[src/rtl/fpsu_pkg.sv]
package fpsu_pkg;
  localparam int FSR_W    = 64;
  localparam int FLAG_W   = 5;
  localparam int FCC_W    = 2;
  localparam int NUM_FCC  = 4;
  localparam int SEL_W    = $clog2(NUM_FCC);
  localparam int RES_W    = 4;
  localparam int CEXC_LSB = 0;
  localparam int AEXC_LSB = CEXC_LSB + FLAG_W;
  localparam int FTT_LSB  = 14;
  localparam int FTT_W    = 3;
  localparam int TEM_LSB  = 23;
  localparam int RD_LSB   = 30;
  localparam int FCC0_LSB = 10;
  localparam int FCCX_LSB = 32;
  localparam int FLG_NV   = 4;
  localparam logic [FTT_W-1:0] FTT_IEEE = 3'd1;

  typedef enum logic [1:0] {
    RND_NEAR = 2'b00,
    RND_ZERO = 2'b01,
    RND_NEG  = 2'b10,
    RND_POS  = 2'b11
  } rnd_mode_e;

  typedef enum logic [FCC_W-1:0] {
    FCC_EQ = 2'b00,
    FCC_LT = 2'b01,
    FCC_GT = 2'b10,
    FCC_UN = 2'b11
  } fcc_e;

  // field 0 sits low, the others are packed above bit 31
  function automatic int fcc_lsb(int idx);
    return (idx == 0) ? FCC0_LSB : FCCX_LSB + FCC_W * (idx - 1);
  endfunction
endpackage

[src/rtl/fpsu_flag_unit.sv]
module fpsu_flag_unit
  import fpsu_pkg::*;
(
  input  logic [FSR_W-1:0]  fsr_i,
  input  logic [FLAG_W-1:0] flag_i,
  output logic [FSR_W-1:0]  fsr_o,
  output logic              trap_o
);
  logic [FLAG_W-1:0] hit;

  assign hit = flag_i & fsr_i[TEM_LSB +: FLAG_W];

  always_comb begin
    fsr_o  = fsr_i;
    trap_o = 1'b0;
    fsr_o[CEXC_LSB +: FLAG_W] = flag_i;
    if (|hit) begin
      fsr_o[FTT_LSB +: FTT_W] = FTT_IEEE;
      trap_o = 1'b1;
    end else begin
      fsr_o[AEXC_LSB +: FLAG_W] = fsr_i[AEXC_LSB +: FLAG_W] | flag_i;
    end
  end
endmodule

[src/rtl/fpsu_cmp_unit.sv]
module fpsu_cmp_unit
  import fpsu_pkg::*;
(
  input  logic [FSR_W-1:0] fsr_i,
  input  logic [RES_W-1:0] res_i,
  input  logic [SEL_W-1:0] sel_i,
  input  logic             sig_i,
  output logic [FSR_W-1:0] fsr_o,
  output logic             trap_o
);
  fcc_e             code;
  logic [FSR_W-1:0] fld_mask [NUM_FCC];
  logic [FSR_W-1:0] fld_ins  [NUM_FCC];

  always_comb begin
    if (res_i[3])      code = FCC_UN;
    else if (res_i[2]) code = FCC_GT;
    else if (res_i[1]) code = FCC_LT;
    else               code = FCC_EQ;
  end

  for (genvar g = 0; g < NUM_FCC; g++) begin : g_fld
    localparam int LSB = fcc_lsb(g);
    assign fld_mask[g] = {{(FSR_W-FCC_W){1'b0}}, {FCC_W{1'b1}}} << LSB;
    assign fld_ins[g]  = {{(FSR_W-FCC_W){1'b0}}, code} << LSB;
  end

  always_comb begin
    fsr_o  = (fsr_i & ~fld_mask[sel_i]) | fld_ins[sel_i];
    trap_o = 1'b0;
    if (code == FCC_UN) begin
      if (fsr_i[TEM_LSB + FLG_NV] || sig_i) begin
        fsr_o[CEXC_LSB + FLG_NV] = 1'b1;
        fsr_o[FTT_LSB +: FTT_W]  = FTT_IEEE;
        trap_o = 1'b1;
      end else begin
        fsr_o[AEXC_LSB + FLG_NV] = 1'b1;
      end
    end
  end
endmodule

[src/rtl/fpsu_rnd_dec.sv]
module fpsu_rnd_dec
  import fpsu_pkg::*;
(
  input  logic [1:0] rd_i,
  output rnd_mode_e  mode_o
);
  always_comb begin
    unique case (rd_i)
      2'b00:   mode_o = RND_NEAR;
      2'b01:   mode_o = RND_ZERO;
      2'b10:   mode_o = RND_POS;
      default: mode_o = RND_NEG;
    endcase
  end
endmodule

[src/rtl/fpsu_status_unit.sv]
module fpsu_status_unit
  import fpsu_pkg::*;
(
  input  logic              clk_i,
  input  logic              rst_ni,
  input  logic              flag_vld_i,
  input  logic [FLAG_W-1:0] flag_i,
  input  logic              cmp_vld_i,
  input  logic [RES_W-1:0]  cmp_res_i,
  input  logic [SEL_W-1:0]  fcc_sel_i,
  input  logic              cmp_sig_i,
  input  logic              wr_en_i,
  input  logic [FSR_W-1:0]  wr_data_i,
  output logic [FSR_W-1:0]  fsr_o,
  output logic              trap_o,
  output logic [1:0]        rnd_mode_o
);
  logic [FSR_W-1:0] fsr_q, flag_nxt, cmp_nxt;
  logic             trap_q, flag_trap, cmp_trap;
  rnd_mode_e        mode;

  fpsu_flag_unit i_flag (
    .fsr_i (fsr_q),
    .flag_i(flag_i),
    .fsr_o (flag_nxt),
    .trap_o(flag_trap)
  );

  fpsu_cmp_unit i_cmp (
    .fsr_i (fsr_q),
    .res_i (cmp_res_i),
    .sel_i (fcc_sel_i),
    .sig_i (cmp_sig_i),
    .fsr_o (cmp_nxt),
    .trap_o(cmp_trap)
  );

  fpsu_rnd_dec i_rnd (
    .rd_i  (fsr_q[RD_LSB +: 2]),
    .mode_o(mode)
  );

  // priority: software write, then compare, then flag strobe
  always_ff @(posedge clk_i or negedge rst_ni) begin
    if (!rst_ni) begin
      fsr_q  <= '0;
      trap_q <= 1'b0;
    end else if (wr_en_i) begin
      fsr_q  <= wr_data_i;
      trap_q <= 1'b0;
    end else if (cmp_vld_i) begin
      fsr_q  <= cmp_nxt;
      trap_q <= cmp_trap;
    end else if (flag_vld_i) begin
      fsr_q  <= flag_nxt;
      trap_q <= flag_trap;
    end else begin
      trap_q <= 1'b0;
    end
  end

  assign fsr_o      = fsr_q;
  assign trap_o     = trap_q;
  assign rnd_mode_o = mode;
endmodule

[config.mk]
export PLATFORM = sky130hd
export DESIGN_NAME = fpsu_status_unit
export DESIGN_NICKNAME = d
export VERILOG_FILES = /design/src/rtl/fpsu_pkg.sv /design/src/rtl/fpsu_flag_unit.sv /design/src/rtl/fpsu_cmp_unit.sv /design/src/rtl/fpsu_rnd_dec.sv /design/src/rtl/fpsu_status_unit.sv
export SDC_FILE = /design/constraint.sdc
export NUM_CORES = 1
export LEC_CHECK = 0
export BUFFER_PORTS_ARGS = -buffer_cell sky130_fd_sc_hd__clkbuf_2
export CORE_ASPECT_RATIO = 1.75
export CORE_MARGIN = 1
export CORE_UTILIZATION = 40
export DETAILED_ROUTE_END_ITERATION = 6
export PLACE_DENSITY = 0.82
export SETUP_SLACK_MARGIN = 0.4
export SLEW_MARGIN = 20
export SYNTH_ARGS = -nofsm -noshare
export SYNTH_HDL_FRONTEND = slang
export SYNTH_SLANG_ARGS = --single-unit
[constraint.sdc]
create_clock -name clk_i -period 1.4 [get_ports clk_i]
set_input_delay 0 -clock clk_i [delete_from_list [all_inputs] [get_ports clk_i]]
set_output_delay 0 -clock clk_i [all_outputs]
set_load 0.01 [all_outputs]
* Word level (Yosys, flattened, before mapping) *
Cells that the tools add are included.
Widths: inputs -> output; s select.

storage, ports and cells
  flip-flop bits (word level) = 65
  word-level logic and storage cells = 51
  bits of input ports = 81
  output and inout port bits = 67

cells by class
  mux-type cells = 27
  equality and inequality tests = 4
  bitwise gates (word level) = 6
  reduce and logical (&&, ||, !) cells = 8
  magnitude comparators = 1

operator list
  kind                number
  $mux 64             6
  $bmux 64 s2         2
  $and 64x64->64      1
  $not 64->64         1
  $or 64x64->64       1
  $mux 17             1
  $mux 1              11
  $mux 3              3
  $pmux 2 s3          1
  $reduce_bool 3->1   2
  $and 5x5->5         1
  $mux 5              1
  $or 5x5->5          1
  $reduce_or 5->1     1
  $eq 2x2->1 const B  2
  $mux 2              2
  $reduce_and 2->1    2
  $ge 3x3->1 const B  1
  $ne 3x3->1 const B  1
  $not 2->3           1
  $eq 2x1->1 const B  1
  $logic_not 2->1     1
  $reduce_bool 2->1   1
  $logic_or 1x1->1    1

* Longest topological paths before layout *
  depth after elaboration = 11
  depth in mapped cells = 6
  depth with buffers taken out = 4

* By module *
From an unflattened synthesis, not the netlist that was laid out.

second synthesis, totals
  cells, all modules = 518
  area total of the unflattened synthesis = 4654.5 µm²

modules (own cells, without submodules)
  module            area an instance (µm²)  cells an instance  sequential area each (µm²)  times used
  fpsu_status_unit  3560.9                  364                1626.6                      1
  fpsu_cmp_unit     536.8                   81                 0.0                         1
  fpsu_flag_unit    518.0                   68                 0.0                         1
  fpsu_rnd_dec      38.8                    5                  0.0                         1

* Least setup slack after synthesis *
OpenSTA, ideal clock, no wires.

  kind = register to register
  from = reg fsr_q[27] (netlist: fsr_o[27])
  to = reg fsr_q[9] (netlist: fsr_o[9])
  arrival = 1.380 ns
  data required time = 1.275 ns
  clock period less this slack = 1.504 ns
  stages on the path, launching flop included = 5
  setup time = 0.125 ns
  path slack = -0.104 ns
  path buffers = 0
  cells stage by stage = dfrtp_1 > a222oi_1 > nand2_1 > a21oi_1 > mux2_2

between the ends
  cells in the longest elaborated chain, start to end = 5

RTL lines
  item                                                 line                    RTL
  start: declaration                                   fpsu_status_unit.sv:18  logic [FSR_W-1:0] fsr_q, flag_nxt, cmp_nxt;
  start signal: assignment                             fpsu_status_unit.sv:49  fsr_q <= wr_data_i;
  start signal: assignment                             fpsu_status_unit.sv:52  fsr_q <= cmp_nxt;
  start signal: assignment                             fpsu_status_unit.sv:55  fsr_q <= flag_nxt;
  branches (longest 5 deep; another with $and 5x5->5)  --

Parallel ways; which one is timed is not known. The select of a mux whose other input is x is not followed.
A chain may end at the register's enable or synchronous reset.

* Worst setup path in the final report *
Ends and elaborated chain as after synthesis.

==> out/metrics.yaml <==
routing:
  routed_via_density: 4.97
  drt-wirelength-per-cell_um: 16.1
  drc_errors: 0
  drtPass1Iterations: 4
  drtIter0Drc: 98
  wirelength_um: 8330
  ant_nets: 0
  vias: 2566
setup_path:
  startpoint_type: "flip-flop"
  rrSetupSlack_ns: -0.09
  cp_data_required_time_ns: 1.60
  end_kind: "flip-flop"
  crit_fanout: 2
  reg2reg_depth: 4
  arrival_ns: 1.69
  worstSetupPathType: "reg -> reg"
global_routing:
  antenna_found_initial: 1
  busiest_layer: "met2"
  use_met2: 0.428
  grt_max_degree: 66
  grt_pass1_wl_um: 13300
  grt_pass1_vias: 2867
  met3_usage: 0.0514
  overflow: 0
  grt_use_met1: 0.247
  grtUsageTotal: 0.250
yosys:
  synth-edff-count: 0
  synth_area_sq_um: 2720
  synth_top_area_cell: "dfrtp_1"
  synth_cell_type_count: 28
  yosysSeqAreaShare: 0.598
  yosysWarnings: 0
  synthArstFlopShare: 1.00
  synth_top_flop_cell: "dfrtp_1"
  syn-num-nets: 291
  yosys-top-cells-area: "dfrtp_1, mux2_2, mux2i_1, nand2_1, o21ai_0"
  postSynthCellCount: 208
  synth-seq-cells: 65
  avgSynthCellArea_sq_um: 13.1
  yosysTopAreaCellShare: 0.598
floorplanning:
  coreArea_sq_um: 6540
  fp-row-count: 39
  die_y_um: 111
  io_pins: 148
  die-area_sq_um: 7150
  die-width_um: 64.4
  start_util: 0.416
clocking:
  clock_latency_ns: 0.32
  cts.clk_slew.worst_paths_ns: 0.05
  clockBufferDepth: 2
  clock_sinks: 65
  cts_buffers: 9
  root_buffer: "clkbuf_16"
  htree_levels: 3
  tritoncts: "yes"
place:
  place.gp.congestion: 0.796
  pre_cts_ws_ns: -0.0873
  hpwl_um: 5110
  io_buffers: 146
sta:
  max_freq_ghz: 0.672
  finalHoldViolCount: 0
  fin_ws_ns: -0.0880
  drv_slew: 0
  period_share: 1.06
  slew_headroom: 0.749
  setup_viol: 3
  rsz0062_at_grt: "true"
  fin_skew_ns: 0.00255
  period_minus_slack_ns: 1.49
  worst_slew_pin_slew_ns: 0.376
pwr:
  power.density_nw_per_um2: 1140
  power.leakage_uw: 0.00229
  vdd_drop_max_uv: 976
min_path:
  worstHoldPathCells: 4
  hold_class: "in -> reg"
layout:
  utilization: 0.704
  final_common_cell: "clkbuf_2"
  fill_cells: 484
  nNetsFinal: 513
  drive_above_1_share: 0.513
  layout_common_cells: "clkbuf_2, dlygate4sd3_1, dfrtp_1"
  area_growth_pct: 69.1
run_status:
  violations: "negative setup slack"
  run_status: "finished with violations"
run:
  cap_violations: 0
## final cells by class
type,count,area (sq um),area share
Multi-Input combinational cell,126,1050,0.229
Timing Repair Buffer,223,1530,0.333
Antenna cell,1,2.50,0.000544
Sequential cell,65,1630,0.354
Tap cell,82,103,0.0223
Clock buffer,14,264,0.0574
Inverter,5,18.8,0.00408
## repair_timing
item / 4_1_cts / 5_1_grt
resized for setup: 12 / 9
hold endpoints to repair: 129 / 0
buffers inserted: 1 / 0
pin swaps: 2 / 4
setup endpoints to repair: 12 / 15
hold buffers: 69 / 0
cloned: 0 / 0
## critical path: stages (launching register included)
cell      delay (ns)
dfrtp_1         0.38
a222oi_1        0.37
nand2_1         0.15
a21oi_2         0.16
mux2_4          0.31
## sequential cells by signal, summed over array words and instances, names as in the netlist
name / cells
trap_o: 1
fsr_o: 64
## synth_stat cells, types with 3 or more instances
cell / instances
a21oi_1: 4
a221o_2: 4
buf_2: 8
clkbuf_1: 3
dfrtp_1: 65
inv_1: 5
mux2_2: 43
mux2i_1: 12
nand2_1: 20
nor2_1: 3
nor2b_1: 5
o21ai_0: 14
## power by group
part	leakage, uW	internal [uW]	switching, uW	total, uW
combinational	0.00139	585	478	1060
sequential	0.000769	2070	113	2190
clock	0.000129	1270	718	1990
total	0.00229	3930	1310	5240
## metrics by stage
| stage | cells | setup TNS [ns] | hold WS, ns | total power [uW] | cell area [sq um] |
|---|---|---|---|---|---|
| 6_report | 516 | -0.105 | 0.0376 | 5240 | 4600 |
| 5_1_grt | 516 | -0.818 | 0.0575 | 5470 | 4600 |
| 4_1_cts | 515 | -0.0809 | 0.0216 | 5260 | 4570 |
| 3_5_place_dp | 431 | -0.0873 | 0.0392 | 3040 | 3560 |
| 3_3_place_gp | 431 | -0.0630 | 0.0331 | 3010 | 3560 |
| 2_1_floorplan | 208 | -0.0829 | -0.296 | 2600 | 2720 |
## worst paths after layout
kind                                  startpoint               endpoint
max                        fsr_o[27]$_DFFE_PN0P_   fsr_o[9]$_DFFE_PN0P_
min                                 wr_data_i[9]   fsr_o[9]$_DFFE_PN0P_
max reg2reg                fsr_o[27]$_DFFE_PN0P_   fsr_o[9]$_DFFE_PN0P_
min reg2reg                fsr_o[16]$_DFFE_PN0P_  fsr_o[16]$_DFFE_PN0P_
max in group asynchronous                 rst_ni  fsr_o[43]$_DFFE_PN0P_
min in group asynchronous                 rst_ni  fsr_o[37]$_DFFE_PN0N_
## logic make-up (layout without fill, tap and decap cells)
logic type,after synthesis,count (layout),share of synthesized area
AND/OR/NAND/NOR,38,38,0.0662
multiplexers,55,55,0.222
flip-flops,65,65,0.598
buffers and inverters,17,242,0.0285
AO/OA/AOI/OAI,31,31,0.0763
adder cells (fa/ha/maj),2,2,0.00919
other,0,1,0
## per-layer routing
layer  share of wire  up-vias
met5               0        -
met4           0.065        0
met3           0.049       44
met2            0.54      120
met1            0.34     1224
li1                -     1178
No activity file was read; power rests on OpenSTA's default activity.
